--- src/rtl/pwb_pkg.sv ---
package pwb_pkg;
  localparam int unsigned PWB_PAGE_BYTES = 32;
  localparam int unsigned PWB_NUM_PAGES  = 128;
  localparam int unsigned PWB_DATA_W     = 8;
  // 4 ms at 250 MHz
  localparam int unsigned PWB_WR_CYCLES  = 1_000_000;
endpackage

--- src/rtl/pwb_cursor.sv ---
module pwb_cursor #(
  parameter int unsigned PAGE_BYTES = 32,
  parameter int unsigned PAGE_AW    = 7,
  parameter int unsigned OFFS_W     = 5
) (
  input  logic               clk_i,
  input  logic               rst_ni,
  input  logic               open_i,
  input  logic               close_i,
  input  logic               adv_i,
  input  logic [PAGE_AW-1:0] page_i,
  input  logic [OFFS_W-1:0]  offs_i,
  output logic               active_o,
  output logic [PAGE_AW-1:0] page_o,
  output logic [OFFS_W-1:0]  offs_o
);
  localparam logic [OFFS_W-1:0] LastOffs = OFFS_W'(PAGE_BYTES - 1);

  always_ff @(posedge clk_i or negedge rst_ni) begin
    if (!rst_ni) begin
      active_o <= 1'b0;
      page_o   <= '0;
      offs_o   <= '0;
    end else if (close_i) begin
      active_o <= 1'b0;
    end else if (open_i) begin
      active_o <= 1'b1;
      page_o   <= page_i;
      offs_o   <= offs_i;
    end else if (adv_i) begin
      offs_o <= (offs_o == LastOffs) ? '0 : offs_o + 1'b1;
    end
  end


  offs_wrap_chk: assert property (@(posedge clk_i) disable iff (!rst_ni)
    adv_i && !open_i && !close_i && offs_o == LastOffs |=> offs_o == '0);
endmodule

--- src/rtl/pwb_store.sv ---
module pwb_store #(
  parameter int unsigned PAGE_BYTES = 32,
  parameter int unsigned DATA_W     = 8,
  parameter int unsigned OFFS_W     = 5
) (
  input  logic                                clk_i,
  input  logic                                rst_ni,
  input  logic                                clr_i,
  input  logic                                wr_en_i,
  input  logic [OFFS_W-1:0]                   wr_idx_i,
  input  logic [DATA_W-1:0]                   wr_data_i,
  output logic [PAGE_BYTES-1:0]               mask_o,
  output logic [PAGE_BYTES-1:0][DATA_W-1:0]   data_o
);
  for (genvar g = 0; g < PAGE_BYTES; g++) begin : g_slot
    logic hit;
    assign hit = wr_en_i && (wr_idx_i == OFFS_W'(g));

    always_ff @(posedge clk_i or negedge rst_ni) begin
      if (!rst_ni)       mask_o[g] <= 1'b0;
      else if (clr_i)    mask_o[g] <= 1'b0;
      else if (hit)      mask_o[g] <= 1'b1;
    end

    always_ff @(posedge clk_i or negedge rst_ni) begin
      if (!rst_ni)       data_o[g] <= '0;
      else if (hit)      data_o[g] <= wr_data_i;
    end
  end


  slot_load_chk: assert property (@(posedge clk_i) disable iff (!rst_ni)
    wr_en_i && !clr_i |=> mask_o[$past(wr_idx_i)] && data_o[$past(wr_idx_i)] == $past(wr_data_i));
endmodule

--- src/rtl/pwb_timer.sv ---
module pwb_timer #(
  parameter int unsigned WR_CYCLES  = 1_000_000,
  parameter int unsigned PAGE_BYTES = 32,
  parameter int unsigned CNT_W      = 20,
  parameter int unsigned OFFS_W     = 5
) (
  input  logic              clk_i,
  input  logic              rst_ni,
  input  logic              start_i,
  output logic              busy_o,
  output logic              done_o,
  output logic              scan_vld_o,
  output logic [OFFS_W-1:0] scan_idx_o
);
  localparam logic [CNT_W-1:0] LastCnt = CNT_W'(WR_CYCLES - 1);
  localparam logic [CNT_W-1:0] ScanEnd = CNT_W'(PAGE_BYTES);

  logic [CNT_W-1:0] cnt_q;

  always_ff @(posedge clk_i or negedge rst_ni) begin
    if (!rst_ni) begin
      busy_o <= 1'b0;
      cnt_q  <= '0;
    end else if (!busy_o) begin
      if (start_i) begin
        busy_o <= 1'b1;
        cnt_q  <= '0;
      end
    end else if (cnt_q == LastCnt) begin
      busy_o <= 1'b0;
      cnt_q  <= '0;
    end else begin
      cnt_q <= cnt_q + 1'b1;
    end
  end

  assign done_o     = busy_o && (cnt_q == LastCnt);
  assign scan_vld_o = busy_o && (cnt_q < ScanEnd);
  assign scan_idx_o = OFFS_W'(cnt_q);

  // checker: busy window length
  logic [CNT_W:0] len_q;
  always_ff @(posedge clk_i or negedge rst_ni) begin
    if (!rst_ni)      len_q <= '0;
    else if (busy_o)  len_q <= len_q + 1'b1;
    else if (start_i) len_q <= '0;
  end


  busy_rise_chk: assert property (@(posedge clk_i) disable iff (!rst_ni)
    start_i && !busy_o |=> busy_o && cnt_q == '0);

  busy_hold_chk: assert property (@(posedge clk_i) disable iff (!rst_ni)
    busy_o && !done_o |=> busy_o);

  busy_len_chk: assert property (@(posedge clk_i) disable iff (!rst_ni)
    $fell(busy_o) |-> len_q == (CNT_W+1)'(WR_CYCLES));
endmodule

--- src/rtl/page_write_buffer.sv ---
module page_write_buffer #(
  parameter int unsigned PAGE_BYTES = pwb_pkg::PWB_PAGE_BYTES,
  parameter int unsigned NUM_PAGES  = pwb_pkg::PWB_NUM_PAGES,
  parameter int unsigned DATA_W     = pwb_pkg::PWB_DATA_W,
  parameter int unsigned WR_CYCLES  = pwb_pkg::PWB_WR_CYCLES,
  localparam int unsigned OFFS_W    = $clog2(PAGE_BYTES),
  localparam int unsigned PAGE_AW   = $clog2(NUM_PAGES),
  localparam int unsigned ADDR_W    = PAGE_AW + OFFS_W
) (
  input  logic               clk_i,
  input  logic               rst_ni,
  input  logic               sess_open_i,
  input  logic [PAGE_AW-1:0] sess_page_i,
  input  logic [OFFS_W-1:0]  sess_offs_i,
  input  logic               byte_load_i,
  input  logic [DATA_W-1:0]  byte_data_i,
  input  logic               sess_drop_i,
  input  logic               commit_i,
  output logic               busy_o,
  output logic               mem_we_o,
  output logic [ADDR_W-1:0]  mem_addr_o,
  output logic [DATA_W-1:0]  mem_wdata_o
);
  localparam int unsigned CNT_W = $clog2(WR_CYCLES);

  logic                              idle, active, has_data;
  logic                              open_go, close_go, load_go, start_go, clr_go;
  logic                              done, scan_vld;
  logic [OFFS_W-1:0]                 scan_idx, cur_offs;
  logic [PAGE_AW-1:0]                cur_page;
  logic [PAGE_BYTES-1:0]             mask;
  logic [PAGE_BYTES-1:0][DATA_W-1:0] data;

  assign idle     = !busy_o;
  assign has_data = |mask;
  // priority: drop > commit > open > load
  assign close_go = idle && (sess_drop_i || commit_i);
  assign open_go  = idle && sess_open_i && !sess_drop_i && !commit_i;
  assign load_go  = idle && active && byte_load_i && !sess_open_i && !sess_drop_i && !commit_i;
  assign start_go = idle && commit_i && !sess_drop_i && has_data;
  assign clr_go   = (idle && (sess_drop_i || open_go || (commit_i && !has_data))) || done;

  pwb_cursor #(
    .PAGE_BYTES(PAGE_BYTES), .PAGE_AW(PAGE_AW), .OFFS_W(OFFS_W)
  ) i_cursor (
    .clk_i, .rst_ni,
    .open_i  (open_go),
    .close_i (close_go),
    .adv_i   (load_go),
    .page_i  (sess_page_i),
    .offs_i  (sess_offs_i),
    .active_o(active),
    .page_o  (cur_page),
    .offs_o  (cur_offs)
  );

  pwb_store #(
    .PAGE_BYTES(PAGE_BYTES), .DATA_W(DATA_W), .OFFS_W(OFFS_W)
  ) i_store (
    .clk_i, .rst_ni,
    .clr_i    (clr_go),
    .wr_en_i  (load_go),
    .wr_idx_i (cur_offs),
    .wr_data_i(byte_data_i),
    .mask_o   (mask),
    .data_o   (data)
  );

  pwb_timer #(
    .WR_CYCLES(WR_CYCLES), .PAGE_BYTES(PAGE_BYTES), .CNT_W(CNT_W), .OFFS_W(OFFS_W)
  ) i_timer (
    .clk_i, .rst_ni,
    .start_i   (start_go),
    .busy_o    (busy_o),
    .done_o    (done),
    .scan_vld_o(scan_vld),
    .scan_idx_o(scan_idx)
  );

  assign mem_we_o    = scan_vld && mask[scan_idx];
  assign mem_addr_o  = {cur_page, scan_idx};
  assign mem_wdata_o = data[scan_idx];


  empty_commit_chk: assert property (@(posedge clk_i) disable iff (!rst_ni)
    commit_i && idle && !sess_drop_i && !has_data |=> !busy_o);

  frozen_busy_chk: assert property (@(posedge clk_i) disable iff (!rst_ni)
    busy_o && !done |=> $stable(cur_page) && $stable(mask) && $stable(data) && !active);

  drop_clears_chk: assert property (@(posedge clk_i) disable iff (!rst_ni)
    sess_drop_i && idle |=> !has_data && !active && !busy_o);
endmodule

--- config.mk ---
export PLATFORM = sky130hd
export DESIGN_NAME = page_write_buffer
export DESIGN_NICKNAME = d
export VERILOG_FILES = /design/src/rtl/pwb_pkg.sv /design/src/rtl/pwb_cursor.sv /design/src/rtl/pwb_store.sv /design/src/rtl/pwb_timer.sv /design/src/rtl/page_write_buffer.sv
export SDC_FILE = /design/constraint.sdc
export NUM_CORES = 1
export LEC_CHECK = 0
export BUFFER_PORTS_ARGS = -buffer_cell sky130_fd_sc_hd__buf_2
export CAP_MARGIN = 40
export CORE_AREA = 2 2 181 183
export CTS_CLUSTER_SIZE = 20
export DETAILED_ROUTE_END_ITERATION = 10
export DIE_AREA = 0 0 183 185
export PLACE_DENSITY = 0.66
export SETUP_SLACK_MARGIN = 0.4
export SLEW_MARGIN = 20
export SYNTH_ARGS = -nofsm -noshare
export SYNTH_HDL_FRONTEND = slang
export SYNTH_SLANG_ARGS = --single-unit
--- constraint.sdc ---
create_clock -name clk_i -period 2 [get_ports clk_i]
set_input_delay 0.1 -clock clk_i [delete_from_list [all_inputs] [get_ports clk_i]]
set_output_delay 0.1 -clock clk_i [all_outputs]
set_load 0.01 [all_outputs]
==> run_results.csv <==
group,metric,value,unit
critical_path,worst-path-stages,7,
power,seq_power_share,46.2,%
final_layout,fillCellCount,2168,
global_route,grt_start_max_net_pins,72,
sta,totalNegativeSetupSlack,-45930,ps
cts,clock_insertion_delay_worst_skew,520,ps
sta,slew-limit-headroom,55.2,%
outcome,violations,"negative setup slack",
critical_path,critPathMaxFanout,11,
final_layout,final-seq-area,8070,um^2
yosys,yosys-top-cells-area,"dfrtp_1 (53%), mux2_2 (19%), mux4_2 (12%)",
route,route.detailed.wl_per_inst,25.5,um
yosys,yosys.area.top_type,"dfrtp_1",
route,first_pass_iters,5,
route,drt_drc_violations_left,0,
critical_path,critical_path_arrival,2640,ps
power,power_frac_comb,2.6,%
final_layout,final_net_count,1273,
critical_path,cp-start-kind,"flop",
die,effective_utilization_at_floorplan,47.4,%
global_route,first_pass_grt_wire_length,64100,um
sta,clock_skew,15.5,ps
yosys,synth_top_flop_cell,"dfrtp_1",
min_path,worst_hold_path.num_cells,5,
place,dp_hpwl,24200,um
yosys,synth-warning-count,0,
critical_path,crit_chain,"buf_12 > buf_4 > mux4_2 > mux2i_4 > a22oi_1 > o21a_1 > buf_2",
route,detail_route.vias_per_cell,5.98,
sta,post-route-min-period,2740,ps
route,detailedRoute.firstIterationViolations,733,
die,row_count,66,
cts,number_of_buffers_inserted_during_clock_tree_synthesis,37,
sta,post-route-period-util,137,%
yosys,synth.yosys.seq_area_share,53.1,%
yosys,syn_nets,1064,
sta,setup_ws,-738,ps
power,p_int,11200,uW
final_layout,antennaDiodeCount,0,
yosys,post_synth.cell_area_avg,14.7,um^2
cts,cts.sink_count,322,
sta,setup_violations,306,
yosys,async_reset_ff_share,100,%
critical_path,crit_type,"reg -> out",
die,die_height,185,um
critical_path,timing.critical_path.buf_inv,3,
yosys,synth_top_cells_by_count,"dfrtp_1 (322), mux2_2 (251), mux4_2 (80)",
global_route,first_global_vias,10500,
place,finalWeightedCongestion,0.854,
die,io_pins,48,
power,total_leakage_power,0.00970,uW
power,vdd_ir_drop_max,0.540,mV
power,switchingPower,2980,uW
final_layout,multiInputGateArea,7970,um^2
cts,clockRootBuffer,"clkbuf_16",
sta,final_hold_viol_count,0,
die,core_area,32000,um^2
cts,cts_tree,"yes",
power,p_per_area,683,nW/um^2
place,worst_slack_placed,-236,ps
sta,max_slew.worst_pin.slew,672,ps
yosys,post_synth_instance_area,15200,um^2
outcome,status,"complete, but fails checks",
yosys,post_synth_num_cell_types,52,
place,buffer_ports.inserted,47,
final_layout,final_layout_size_suffix_gt1_share,57.0,%
min_path,holdCritPathClass,"in -> reg",
global_route,grtUsageTotal,25.1,%
global_route,grt_remaining_overflow,0,
yosys,number_of_flops_mapped_to_enable_cells_by_yosys,0,
route,detailroute.via_count,10000,
critical_path,critPathMaxStageDelay,550,ps
critical_path,slowest_stage,"mux4_2",
yosys,synthesis.instances,1031,
die,die_width,183,um
sta,rsz0062_at_grt,"true",
global_route,antenna_found_initial,0,
critical_path,worst-r2r-cell-count,11,
critical_path,gate_family_responsible_for_the_most_delay_along_the_worst_path,"multiplexers",
power,switching_fraction,21.1,%
sta,maximum_clock_frequency,365,MHz
die,die_area,33900,um^2
route,detail_route.wirelength,42700,um
cts,cts-htree-levels,2,
yosys,yosys.area.top_type_share,53.1,%
route,number_of_nets_with_antenna_violations_after_routing,0,
final_layout,areaGrowthSynthToFinish,36.5,%
yosys,ys_seq_elements,322,
critical_path,worstSetupEndpointType,"primary output",
critical_path,crit_path_required_time,1900,ps
sta,finalMaxSlewViolations,0,
cts,worst_setup_hold_path_clk_slew,60,ps
power,power.clock.fraction,51.3,%
job,max_cap_viol_count,0,
yosys,synthMostInstantiatedCell,"dfrtp_1",
cts,cts_max_path_buffers,3,
[cell type report]
class | instances | area share [%]
Timing Repair Buffer | 237 | 13.4
Clock buffer | 54 | 5.42
Clock inverter | 13 | 0.967
Tap cell | 408 | 2.47
Sequential cell | 322 | 39.0
Inverter | 14 | 0.254
Multi-Input combinational cell | 628 | 38.5
[what timing repair did]
action | 4_1_cts | 5_1_grt
setup buffers | 39 | 20
gates cloned | 11 | 7
resized for setup | 153 | 99
endpoints found under the setup margin | 331 | 332
hold endpoints to repair | 76 | 0
pin swaps | 16 | 30
hold buffers | 14 | 0
[layout by cell type, fill, tap and decap left out, types with 5 or more instances in the layout]
cell type	n
mux4_2	80
and3_1	8
dlygate4sd3_1	14
clkinv_2	5
buf_2	45
bufinv_16	5
nand3_1	9
nand2_8	6
clkbuf_1	6
mux2_4	204
o21ai_1	9
o21a_1	36
a31oi_1	6
or2_4	7
nand2_1	19
clkbuf_8	9
buf_6	37
a211o_1	6
nand2b_1	5
nand4_1	7
nor4_1	9
nor2_4	28
mux2i_1	15
buf_8	7
nor3_1	13
a21oi_1	6
buf_4	69
a22oi_1	6
clkbuf_16	44
mux2_2	59
buf_16	6
nor4_2	5
dfrtp_1	317
inv_1	13
o21ai_0	6
nor2_1	5
buf_12	54
[flip-flops by register name, indices dropped and copies added, names as in the netlist]
register           flops
i_timer.cnt_q         20
i_store.data_o       256
i_timer.busy_o         1
i_cursor.active_o      1
i_cursor.offs_o        5
i_cursor.page_o        7
i_store.mask_o        32
[metrics by stage]
stage | hold slack [ps] | total power, uW | utilization, % | instance area [um^2] | std cells
final | 109 | 14100 | 64.6 | 20700 | 1676
after global routing | 86.7 | 14600 | 64.6 | 20700 | 1676
after CTS | 170 | 14200 | 62.7 | 20100 | 1649
after detailed placement | 123 | 6970 | 54.3 | 17400 | 1518
after global placement | 120 | 6960 | 54.3 | 17400 | 1517
after floorplan | -196 | 6730 | - | 15800 | 1031
[routing by layer]
layer | GRT usage [%] | vias to the layer above | wire length, um
met3 | 5.23 | 73 | 2690
met5 | 0 | - | 0
met1 | 34.8 | 5322 | 18300
li1 | - | 4296 | -
met2 | 40.5 | 333 | 20600
met4 | 6.88 | 0 | 1160
[tightest hold or removal path, cell delays in order]
cell and delay, ps:
buf_2 140, nor2_4 50, o211ai_1 120, buf_4 130, nand2_1 40
[power by group through the flow]
stage / Combinational, uW / Sequential (uW) / Clock, uW
6_report: 361 / 6530 / 7250
5_1_grt: 402 / 6520 / 7650
4_1_cts: 356 / 6530 / 7350
3_5_place_dp: 322 / 6640 / 0
3_3_place_gp: 319 / 6640 / 0
2_1_floorplan: 84.1 / 6650 / 0
[kinds of logic after synthesis]
group / Yosys count / share of synthesized area, %
AO/OA/AOI/OAI: 103 / 4.70
adder cells (fa/ha/maj): 7 / 0.577
XOR/XNOR: 1 / 0.0577
buffers and inverters: 86 / 2.43
AND/OR/NAND/NOR: 151 / 6.55
multiplexers: 361 / 32.6
flip-flops: 322 / 53.1
[final timing paths]
check | endpoint | startpoint | slack (ps)
worst min-delay path | i_timer.busy_o | sess_drop_i | 110
max in group asynchronous | i_cursor.offs_o[0] | rst_ni | 1090
worst max-delay path | mem_wdata_o[6] | i_timer.cnt_q[0] | -740
min in group asynchronous | i_store.data_o[239] | rst_ni | 170
worst max register to register | i_store.data_o[165] | i_timer.busy_o | -260
worst min register to register | i_store.data_o[90] | i_store.data_o[90] | 500
No activity file was read; power rests on OpenSTA's default activity.
